**src/rtl/oct_pkg.sv**
```systemverilog
package oct_pkg;

    typedef enum logic [1:0] {
        ST_IDLE  = 2'd0,
        ST_SYNC  = 2'd1,
        ST_COUNT = 2'd2,
        ST_FAULT = 2'd3
    } oct_state_e;

    // Tick target for a delay code: each code doubles the previous and adds one.
    function automatic int unsigned oct_target_ticks(input int unsigned code);
        return (32'd1 << (code + 32'd2)) - 32'd1;
    endfunction

endpackage

```
**src/rtl/oct_tickgen.sv**
```systemverilog
module oct_tickgen #(
    parameter int unsigned TICK_DIV = 80
) (
    input  logic clk,
    input  logic rst_n,
    input  logic sample_en,
    output logic tick_o
);
    localparam int unsigned PH_W = (TICK_DIV > 1) ? $clog2(TICK_DIV) : 1;
    localparam logic [PH_W-1:0] PH_LAST = PH_W'(TICK_DIV - 1);

    logic [PH_W-1:0] phase_q;

    always_ff @(posedge clk or negedge rst_n) begin
        if (!rst_n) begin
            phase_q <= '0;
        end else if (sample_en) begin
            if (phase_q == PH_LAST) begin
                phase_q <= '0;
            end else begin
                phase_q <= phase_q + PH_W'(1);
            end
        end
    end

    assign tick_o = sample_en && (phase_q == PH_LAST);

endmodule

```
**src/rtl/oct_delay_cnt.sv**
```systemverilog
module oct_delay_cnt
    import oct_pkg::*;
#(
    parameter int unsigned CODE_W = 2,
    parameter int unsigned CNT_W  = 5
) (
    input  logic              clk,
    input  logic              rst_n,
    input  logic              load_i,
    input  logic              clr_i,
    input  logic              inc_i,
    input  logic [CODE_W-1:0] code_i,
    output logic [CNT_W-1:0]  cnt_o,
    output logic [CNT_W-1:0]  target_o,
    output logic              last_o
);
    localparam int unsigned NUM_CODES = 1 << CODE_W;

    logic [CNT_W-1:0] tgt_tab [NUM_CODES];
    logic [CNT_W-1:0] cnt_q;
    logic [CNT_W-1:0] target_q;

    for (genvar c = 0; c < NUM_CODES; c++) begin : g_tgt
        assign tgt_tab[c] = CNT_W'(oct_target_ticks(c));
    end

    always_ff @(posedge clk or negedge rst_n) begin
        if (!rst_n) begin
            cnt_q    <= '0;
            target_q <= tgt_tab[0];
        end else if (clr_i) begin
            cnt_q    <= '0;
        end else if (load_i) begin
            cnt_q    <= '0;
            target_q <= tgt_tab[code_i];
        end else if (inc_i) begin
            cnt_q    <= cnt_q + CNT_W'(1);
        end
    end

    assign cnt_o    = cnt_q;
    assign target_o = target_q;
    assign last_o   = (cnt_q == (target_q - CNT_W'(1)));

endmodule

```
**src/rtl/oct_fault_fsm.sv**
```systemverilog
module oct_fault_fsm
    import oct_pkg::*;
(
    input  logic       clk,
    input  logic       rst_n,
    input  logic       sample_en,
    input  logic       oc_i,
    input  logic       tick_i,
    input  logic       clr_i,
    input  logic       last_i,
    output logic       cnt_load_o,
    output logic       cnt_clr_o,
    output logic       cnt_inc_o,
    output oct_state_e state_o,
    output logic       fault_o,
    output logic       dsg_en_o,
    output logic       alert_o
);
    oct_state_e state_q;
    oct_state_e state_d;

    always_ff @(posedge clk or negedge rst_n) begin
        if (!rst_n) begin
            state_q <= ST_IDLE;
        end else begin
            state_q <= state_d;
        end
    end

    always_comb begin
        state_d    = state_q;
        cnt_load_o = 1'b0;
        cnt_clr_o  = 1'b0;
        cnt_inc_o  = 1'b0;
        unique case (state_q)
            ST_IDLE: begin
                if (sample_en && oc_i) begin
                    state_d    = ST_SYNC;
                    cnt_load_o = 1'b1;
                end
            end
            ST_SYNC: begin
                if (sample_en) begin
                    if (!oc_i) begin
                        state_d   = ST_IDLE;
                        cnt_clr_o = 1'b1;
                    end else if (tick_i) begin
                        state_d = ST_COUNT;
                    end
                end
            end
            ST_COUNT: begin
                if (sample_en) begin
                    if (!oc_i) begin
                        state_d   = ST_IDLE;
                        cnt_clr_o = 1'b1;
                    end else if (tick_i) begin
                        if (last_i) begin
                            state_d = ST_FAULT;
                        end else begin
                            cnt_inc_o = 1'b1;
                        end
                    end
                end
            end
            ST_FAULT: begin
                if (clr_i && !oc_i) begin
                    state_d   = ST_IDLE;
                    cnt_clr_o = 1'b1;
                end
            end
            default: begin
                state_d   = ST_IDLE;
                cnt_clr_o = 1'b1;
            end
        endcase
    end

    always_comb begin
        fault_o  = 1'b0;
        dsg_en_o = 1'b1;
        alert_o  = 1'b0;
        if (state_q == ST_FAULT) begin
            fault_o  = 1'b1;
            dsg_en_o = 1'b0;
            alert_o  = 1'b1;
        end
    end

    assign state_o = state_q;

endmodule

```
**src/rtl/oc_fault_timer.sv**
```systemverilog
module oc_fault_timer
    import oct_pkg::*;
#(
    parameter int unsigned TICK_DIV = 80,
    parameter int unsigned CODE_W   = 2
) (
    input  logic              clk,
    input  logic              rst_n,
    input  logic              sample_en,
    input  logic              oc_detect,
    input  logic [CODE_W-1:0] delay_sel,
    input  logic              clr_stb,
    output logic              fault_stat,
    output logic              dsg_fet_en,
    output logic              alert
);
    localparam int unsigned NUM_CODES = 1 << CODE_W;
    localparam int unsigned CNT_W     = NUM_CODES + 1;

    logic             tick_s;
    logic             load_s;
    logic             clr_s;
    logic             inc_s;
    logic             last_s;
    logic [CNT_W-1:0] cnt_s;
    logic [CNT_W-1:0] target_s;
    oct_state_e       state_s;

    oct_tickgen #(
        .TICK_DIV (TICK_DIV)
    ) u_tick (
        .clk       (clk),
        .rst_n     (rst_n),
        .sample_en (sample_en),
        .tick_o    (tick_s)
    );

    oct_delay_cnt #(
        .CODE_W (CODE_W),
        .CNT_W  (CNT_W)
    ) u_cnt (
        .clk      (clk),
        .rst_n    (rst_n),
        .load_i   (load_s),
        .clr_i    (clr_s),
        .inc_i    (inc_s),
        .code_i   (delay_sel),
        .cnt_o    (cnt_s),
        .target_o (target_s),
        .last_o   (last_s)
    );

    oct_fault_fsm u_fsm (
        .clk        (clk),
        .rst_n      (rst_n),
        .sample_en  (sample_en),
        .oc_i       (oc_detect),
        .tick_i     (tick_s),
        .clr_i      (clr_stb),
        .last_i     (last_s),
        .cnt_load_o (load_s),
        .cnt_clr_o  (clr_s),
        .cnt_inc_o  (inc_s),
        .state_o    (state_s),
        .fault_o    (fault_stat),
        .dsg_en_o   (dsg_fet_en),
        .alert_o    (alert)
    );

endmodule

```
**config.mk**
```make
export PLATFORM = sky130hd
export DESIGN_NAME = oc_fault_timer
export DESIGN_NICKNAME = d
export VERILOG_FILES = /design/src/rtl/oct_pkg.sv /design/src/rtl/oct_tickgen.sv /design/src/rtl/oct_delay_cnt.sv /design/src/rtl/oct_fault_fsm.sv /design/src/rtl/oc_fault_timer.sv
export SDC_FILE = /design/constraint.sdc
export NUM_CORES = 1
export LEC_CHECK = 0
export ABC_AREA = 1
export BUFFER_PORTS_ARGS = -buffer_cell sky130_fd_sc_hd__buf_2
export CORE_MARGIN = 5
export CORE_UTILIZATION = 50
export CTS_BUF_LIST = sky130_fd_sc_hd__clkbuf_16
export DETAILED_ROUTE_END_ITERATION = 10
export PLACE_DENSITY = 0.69
export SLEW_MARGIN = 20
export SYNTH_ARGS = -nofsm -noshare
export SYNTH_HDL_FRONTEND = slang
export SYNTH_HIERARCHICAL = 1
export SYNTH_SLANG_ARGS = --single-unit
```
**constraint.sdc**
```tcl
create_clock -name clk -period 2.9 [get_ports clk]
set_clock_uncertainty 0.2 [all_clocks]
set_input_delay 0.58 -clock clk [delete_from_list [all_inputs] [get_ports clk]]
set_output_delay 0.58 -clock clk [all_outputs]
set_load 0.01 [all_outputs]
```
==> results of run 1 <==
-- layer usage --
metal	wire length, um	track usage, %
met1	1020	16.7
met2	1020	24.4
met3	101	5.12
met4	12	3.97
met5	0	0
-- layout make-up --
type / count / share of cell area (%)
timing repair buffer: 9 / 3.48
clock buffer: 3 / 5.80
inverter: 25 / 7.25
tap: 28 / 2.71
clock inverter: 1 / 0.387
sequential: 17 / 32.9
multi-input combinational: 109 / 47.5
-- worst paths after layout --
| kind | slack [ns] | startpoint | to |
|---|---|---|---|
| max reg2reg | 0.56 | u_tick/phase_q[0] | u_cnt/cnt_o[4] |
| max in group asynchronous | 2.18 | rst_n | u_fsm/state_o[1] |
| min in group clk | 0.32 | u_tick/phase_q[1] | u_tick/phase_q[1] |
| min reg2reg | 0.32 | u_tick/phase_q[1] | u_tick/phase_q[1] |
| min | 0.05 | rst_n | u_cnt/target_o[4] |
| max | 0.56 | u_tick/phase_q[0] | u_cnt/cnt_o[4] |
-- power by group through the flow --
stage	Sequential, W	Clock (W)	Combinational [W]
CTS	0.000389	0.000287	0.000398
global placement	0.000390	0	0.000377
finish	0.000390	0.000278	0.000396
global route	0.000399	0.000303	0.000450
detailed placement	0.000391	0	0.000395
floorplan	0.000373	0	0.000322
-- registers in the layout (all words and copies together) (netlist names) --
name	cells
u_cnt/cnt_o	5
u_tick/phase_q	7
u_fsm/state_o	2
u_cnt/target_o	3
-- metrics by stage --
stage,cell area [sq um],setup slack [ns],cells,hold slack (ns)
2_1_floorplan,1140,0.804,152,0.0844
3_5_place_dp,1210,0.383,188,0.307
4_1_cts,1290,0.589,192,0.0620
5_1_grt,1290,0.344,192,0.0785
6_report,1290,0.557,192,0.0454
3_3_place_gp,1210,0.471,188,0.297
==> key figures, run 1 <==
Floorplanning
  • Die width: ~58 um
  • Core area: approximately 0.0022 sq mm
  • Die Y: between 50 and 60 um
  • # rows: 17
  • Die area: 0.00334 sq mm
  • Starting density of the core: a little over half
  • Ports: 10

GRT
  • Largest net degree at the start of global routing: 18
  • Initial antenna violation count: 0
  • Vias in the first global route: 896
  • Global-route wire length before repair: around 3.7 mm
  • Global route total overflow: 0
  • Total GRT Usage: 14.2%

Timing
  • Final setup violation count: 0
  • Final period util: 80.8%
  • Slew Viols, Final: 0
  • RSZ-0062 raised after global routing: false
  • Tmin final: 2.34 ns
  • Slew @ Worst Pin: between 0.5 and 0.6 ns
  • Fmax: 427 MHz
  • Slew margin rel.: about three fifths
  • Hold Vio Cnt, Final: 0
  • Setup TNS: 0 ns

CTS
  • Clock transition at path regs: roughly 0.050 ns
  • Root buf cell: clkbuf_16
  • CTS Hold Bufs: 0
  • CTS buffer count: 3
  • Setup Buffers After CTS: 0
  • CTS Buffer Depth: 2
  • Clock Sinks: 17
  • Clk_lat worst skew: 0.25 ns
  • CTS tree: done
  • Post_cts resized: 0
  • CTS H-tree depth: 1

Worst setup path
  • CP Depth: 12
  • Critical Path Max Stage Delay: between 0.4 and 0.5 ns
  • Sum of buffers and inverters on the critical path: 2
  • Slowest CP cell: nor3_1
  • Worst path required time: 2.84 ns
  • Arrival @ worst endpoint: 2.28 ns
  • Setup crit start kind: flip-flop
  • Delay-heaviest family, CP: simple AND/OR/NAND/NOR gates
  • Crit-path cells: ha_1 > nand2_1 > nor2_4 > nand2_2 > inv_2 > inv_1 > nor3_1 > nand2_1 > nor2_2 > nand3_1 > nand2_1 > nor2_1
  • CP endpoint kind: flip-flop
  • Crit-path most repeated cell: nand2_1
  • Max Fanout on Critical Path: 6
  • Kind of critical path: reg -> reg
  • Worst R2R Path Depth: 12

Final layout
  • Most frequent cells in the layout: 36 x nand2_1, 23 x inv_1, 17 x dfrtp_1
  • Nets: 182
  • Area of the multi-input gates: ~610 sq um
  • Diode count: 0
  • Post-Route Utilization: between 50 and 60%
  • Syn-to-layout area delta: 13.4%
  • Fillcell total: 200
  • Most common cell after layout, fill and taps aside: nand2_1
  • Share of layout cells above drive strength 1: roughly 18%
  • Register area: 425 sq um

Power and ir drop
  • NetSw: 0.000416 W
  • Comb power frac: between 30% and 40%
  • P_leak: 0.666 nW
  • Pwr Total: 0.00106 W
  • Clock group share of total power: a little over a quarter
  • Int Power: 0.000649 W
  • Sw frac: slightly below 40%
  • PD cells: 823 mW/mm^2
  • Worst vdd ir: 0.464 mV
  • Sequential power share: 36.6%

Routing
  • Number of vias per cell: 4.93
  • Drt pass-1 iters: 4
  • Drt drc: 0
  • DRT Wirelength: 2.15 mm
  • Routed via count: 947
  • Routed length per instance: around 11 um
  • First DRT Iteration DRCs: 13
  • Post-route antenna net violation count: 0

Synthesis
  • YS warnings: 6
  • Syn avg cell area: 7.51 sq um
  • Synthesized Nets: between 150 and 200
  • Post-Syn Area: 0.00114 sq mm
  • Cell count after synthesis: 152

Placed design
  • GPL Wtd Cong: approximately 0.80
  • Dpl hpwl: 1.63 mm
  • PortBufs: 9

Run status
  • Status: finished clean

Min path
  • Hold crit path type: in -> async

Run
  • MaxCap Viol Count: 0
No activity file was read; power rests on OpenSTA's default activity.
==> run 2, diff against run 1 <==
- PLACE_DENSITY: 0.69 -> 0.71
- clock period: 2.9 -> 1.9 ns (I/O delays scaled with it)
==> run 2 against run 1 <==
  * The run now ends with negative setup slack left
  * Worst setup slack got worse by 0.61 ns
  * Sequential power rose by 50%
  * Clock power rose by 49%
  * Die area did not move
  * Combinational power rose by 72%
  * Clock-buffer cell count did not move
  * Critical path depth did not move
  * Hold slack improved by 0.14 ns
  * First-iteration DRC count fell by 7.7%
  * Critical path type unchanged
==> key figures, run 2 (same netlist as run 1, synthesis figures left out) <==
Worst setup path
  • Max Fanout on Critical Path: 4 (was 6)
  • R2R Path Start: u_tick/phase_q[1] (was u_tick/phase_q[0])
  • CP Depth: 12 (unchanged)
  • Register-to-register setup slack: -0.06 ns (was 0.56 ns)
  • Critical Path Max Stage Delay: 0.37 ns (was 0.48 ns)
  • Slowest CP cell: dfrtp_1 (was nor3_1)
  • Worst R2R Path Depth: 12 (unchanged)
  • Reg2reg end: u_cnt/cnt_o[4] (unchanged)
  • Kind of critical path: reg -> reg (unchanged)
  • Crit path to: u_cnt/cnt_o[4] (unchanged)
  • Delay-heaviest family, CP: simple AND/OR/NAND/NOR gates (unchanged)
  • Worst Setup SP: u_tick/phase_q[1] (was u_tick/phase_q[0])
  • Worst path required time: 1.84 ns (was 2.84 ns)
  • CP endpoint kind: flip-flop (unchanged)
  • Sum of buffers and inverters on the critical path: 2 (unchanged)
  • Setup crit start kind: flip-flop (unchanged)
  • Crit-path cells: ha_2 > nand2_4 > nor2_4 > nand2_2 > inv_2 > inv_2 > nor3_4 > nand2_2 > nor2_4 > nand3_2 > nand2_1 > nor2_1 (was ha_1 > nand2_1 > nor2_4 > nand2_2 > inv_2 > inv_1 > nor3_1 > nand2_1 > nor2_2 > nand3_1 > nand2_1 > nor2_1)
  • Arrival @ worst endpoint: 1.89 ns (was 2.28 ns)

Routing
  • Routed length per instance: 11.8 um (was 11.2 um)
  • Drt drc: 0 (unchanged)
  • Post-route antenna net violation count: 0 (unchanged)
  • Number of vias per cell: 4.94 (was 4.93)
  • DRT Wirelength: 2.46 mm (was 2.15 mm)
  • First DRT Iteration DRCs: 12 (was 13)
  • Routed via count: 1027 (was 947)
  • Drt pass-1 iters: 4 (unchanged)

GRT
  • Largest net degree at the start of global routing: 18 (unchanged)
  • Global-route wire length before repair: 4.14 mm (was 3.67 mm)
  • Total GRT Usage: 15.7% (was 14.2%)
  • Vias in the first global route: 1008 (was 896)
  • Global route total overflow: 0 (unchanged)
  • Initial antenna violation count: 0 (unchanged)

Placed design
  • GPL Wtd Cong: 0.829 (was 0.798)
  • Cell total after placement: 197 (was 188)
  • PortBufs: 9 (unchanged)
  • Dpl hpwl: 1.73 mm (was 1.63 mm)

Final layout
  • Syn-to-layout area delta: 29.6% (was 13.4%)
  • Diode count: 0 (unchanged)
  • Share of layout cells above drive strength 1: 32.2% (was 18.3%)
  • Fillcell total: 183 (was 200)
  • Most common cell after layout, fill and taps aside: nand2_1 (unchanged)
  • Nets: 198 (was 182)
  • Most frequent cells in the layout: 33 x nand2_1, 23 x inv_1, 17 x dfrtp_1 (was 36 x nand2_1, 23 x inv_1, 17 x dfrtp_1)
  • Fin cells: 208 (was 192)
  • Biggest register: u_tick/phase_q (unchanged)
  • Max FFs per register: 7 (unchanged)
  • Post-Route Utilization: 67.5% (was 59.1%)

Power and ir drop
  • Int Power: 0.00103 W (was 0.000649 W)
  • Worst vdd ir: 0.766 mV (was 0.464 mV)
  • Sw frac: 38.6% (was 39.0%)
  • Sequential power share: 34.9% (was 36.6%)
  • NetSw: 0.000649 W (was 0.000416 W)
  • Clock group share of total power: 24.6% (was 26.2%)
  • PD cells: 1140 mW/mm^2 (was 823 mW/mm^2)
  • Comb power frac: 40.5% (was 37.2%)
  • P_leak: 0.763 nW (was 0.666 nW)

CTS
  • Clk_lat worst skew: 0.25 ns (about the same)
  • CTS Buffer Depth: 2 (unchanged)
  • Root buf cell: clkbuf_16 (unchanged)
  • Clock transition at path regs: 0.05 ns (about the same)
  • CTS buffer count: 3 (unchanged)
  • CTS tree: done (unchanged)
  • Clock Sinks: 17 (unchanged)
  • CTS H-tree depth: 1 (unchanged)

Run status
  • Failing checks: negative setup slack
  • Status: finished with violations (was finished clean)

Floorplanning
  • Die Y: 57.8 um (unchanged)
  • Die width: 57.8 um (unchanged)
  • Die area: 0.00334 sq mm (unchanged)
  • Core area: 0.00219 sq mm (unchanged)
  • Starting density of the core: 52.1% (unchanged)
  • # rows: 17 (unchanged)
  • Ports: 10 (unchanged)

Run
  • MaxCap Viol Count: 0 (unchanged)

Min path
  • Min-Delay Path Depth: 3
  • Hold crit path type: in -> reg (was in -> async)

Timing
  • Final period util: 103% (was 80.8%)
  • Tmin final: 1.96 ns (was 2.34 ns)
  • Final setup violation count: 4 (was 0)
  • Fmax: 511 MHz (was 427 MHz)
  • RSZ-0062 raised after global routing: true (was false)
  • Worst Slack Setup Final: -0.0569 ns (was 0.557 ns)
  • Slew margin rel.: 73.8% (was 61.9%)
  • Hold Vio Cnt, Final: 0 (unchanged)
  • Slew Viols, Final: 0 (unchanged)
  • Slew @ Worst Pin: 0.393 ns (was 0.566 ns)
run 2: changes by cell type in the layout (fill, tap and decap cells not counted), sizes merged:
cell / change
buf: +15
clkinv: -1
dlygate4sd3: +1
inv: +1
run 2: what timing repair did:
item | 4_1_cts | 5_1_grt
pin swaps | 1 | 10
hold endpoints to repair | 17 | 0
buffers inserted | 1 | 6
endpoints found under the setup margin | 3 | 9
gates cloned | 0 | 0
resized for setup | 2 | 13
hold buffers | 1 | 0
run 2: layer usage:
| layer | up-vias | track usage (%) | routed length [um] |
|---|---|---|---|
| li1 | 528 | - | - |
| met1 | 479 | 20.3 | 1130 |
| met2 | 14 | 25.5 | 1190 |
| met3 | 6 | 2.90 | 95 |
| met4 | 0 | 6.62 | 48 |
| met5 | - | 0 | 0 |
run 2: layout make-up:
type                    instances  area, sq um  share of cell area [%]
clock buffers                   3         75.1                    5.08
well taps                      28         35.0                    2.37
inverters                      25         93.8                    6.35
flip-flops and latches         17          425                    28.8
clock inverters                 1         3.75                   0.254
multi-input cells             109          678                    45.9
repair buffers                 25          168                    11.3
run 2: power by group through the flow:
stage	Sequential, W	Clock (W)	Combinational (W)
after global placement	0.000584	0	0.000629
after CTS	0.000587	0.000420	0.000663
after global routing	0.000605	0.000444	0.000778
after floorplan	0.000569	0	0.000494
after detailed placement	0.000593	0	0.000651
final	0.000586	0.000414	0.000681
run 2: worst min-delay path by stage:
stage	to	slack (ns)	startpoint
5_1_grt	u_cnt/target_o[3]	0.20	delay_sel[1]
6_report	u_cnt/target_o[3]	0.19	delay_sel[1]
4_1_cts	u_cnt/target_o[3]	0.18	delay_sel[1]
3_3_place_gp	u_cnt/cnt_o[3]	0.13	rst_n
3_5_place_dp	u_cnt/target_o[3]	0.13	rst_n
2_1_floorplan	u_cnt/cnt_o[0]	-0.12	rst_n
run 2: stage by stage:
step / setup TNS (ns) / power, W / area [sq um] / worst slack [ns] / hold slack [ns]
6_report: -0.129 / 0.00168 / 1480 / -0.0569 / 0.188
5_1_grt: -0.671 / 0.00183 / 1480 / -0.191 / 0.203
4_1_cts: 0 / 0.00167 / 1400 / 0.0125 / 0.182
3_5_place_dp: 0 / 0.00124 / 1290 / 0.000812 / 0.126
3_3_place_gp: 0 / 0.00121 / 1290 / 0.0903 / 0.126
2_1_floorplan: 0 / 0.00106 / 1150 / 0.0376 / -0.116
run 2: worst reg2reg max path, cell delays in order, from the launching register on:
cell,delay [ns]
dfrtp_1,0.37
ha_2,0.22
nand2_4,0.07
nor2_4,0.11
nand2_2,0.07
inv_2,0.07
inv_2,0.05
nor3_4,0.26
nand2_2,0.10
nor2_4,0.15
nand3_2,0.07
nand2_1,0.07
nor2_1,0.04
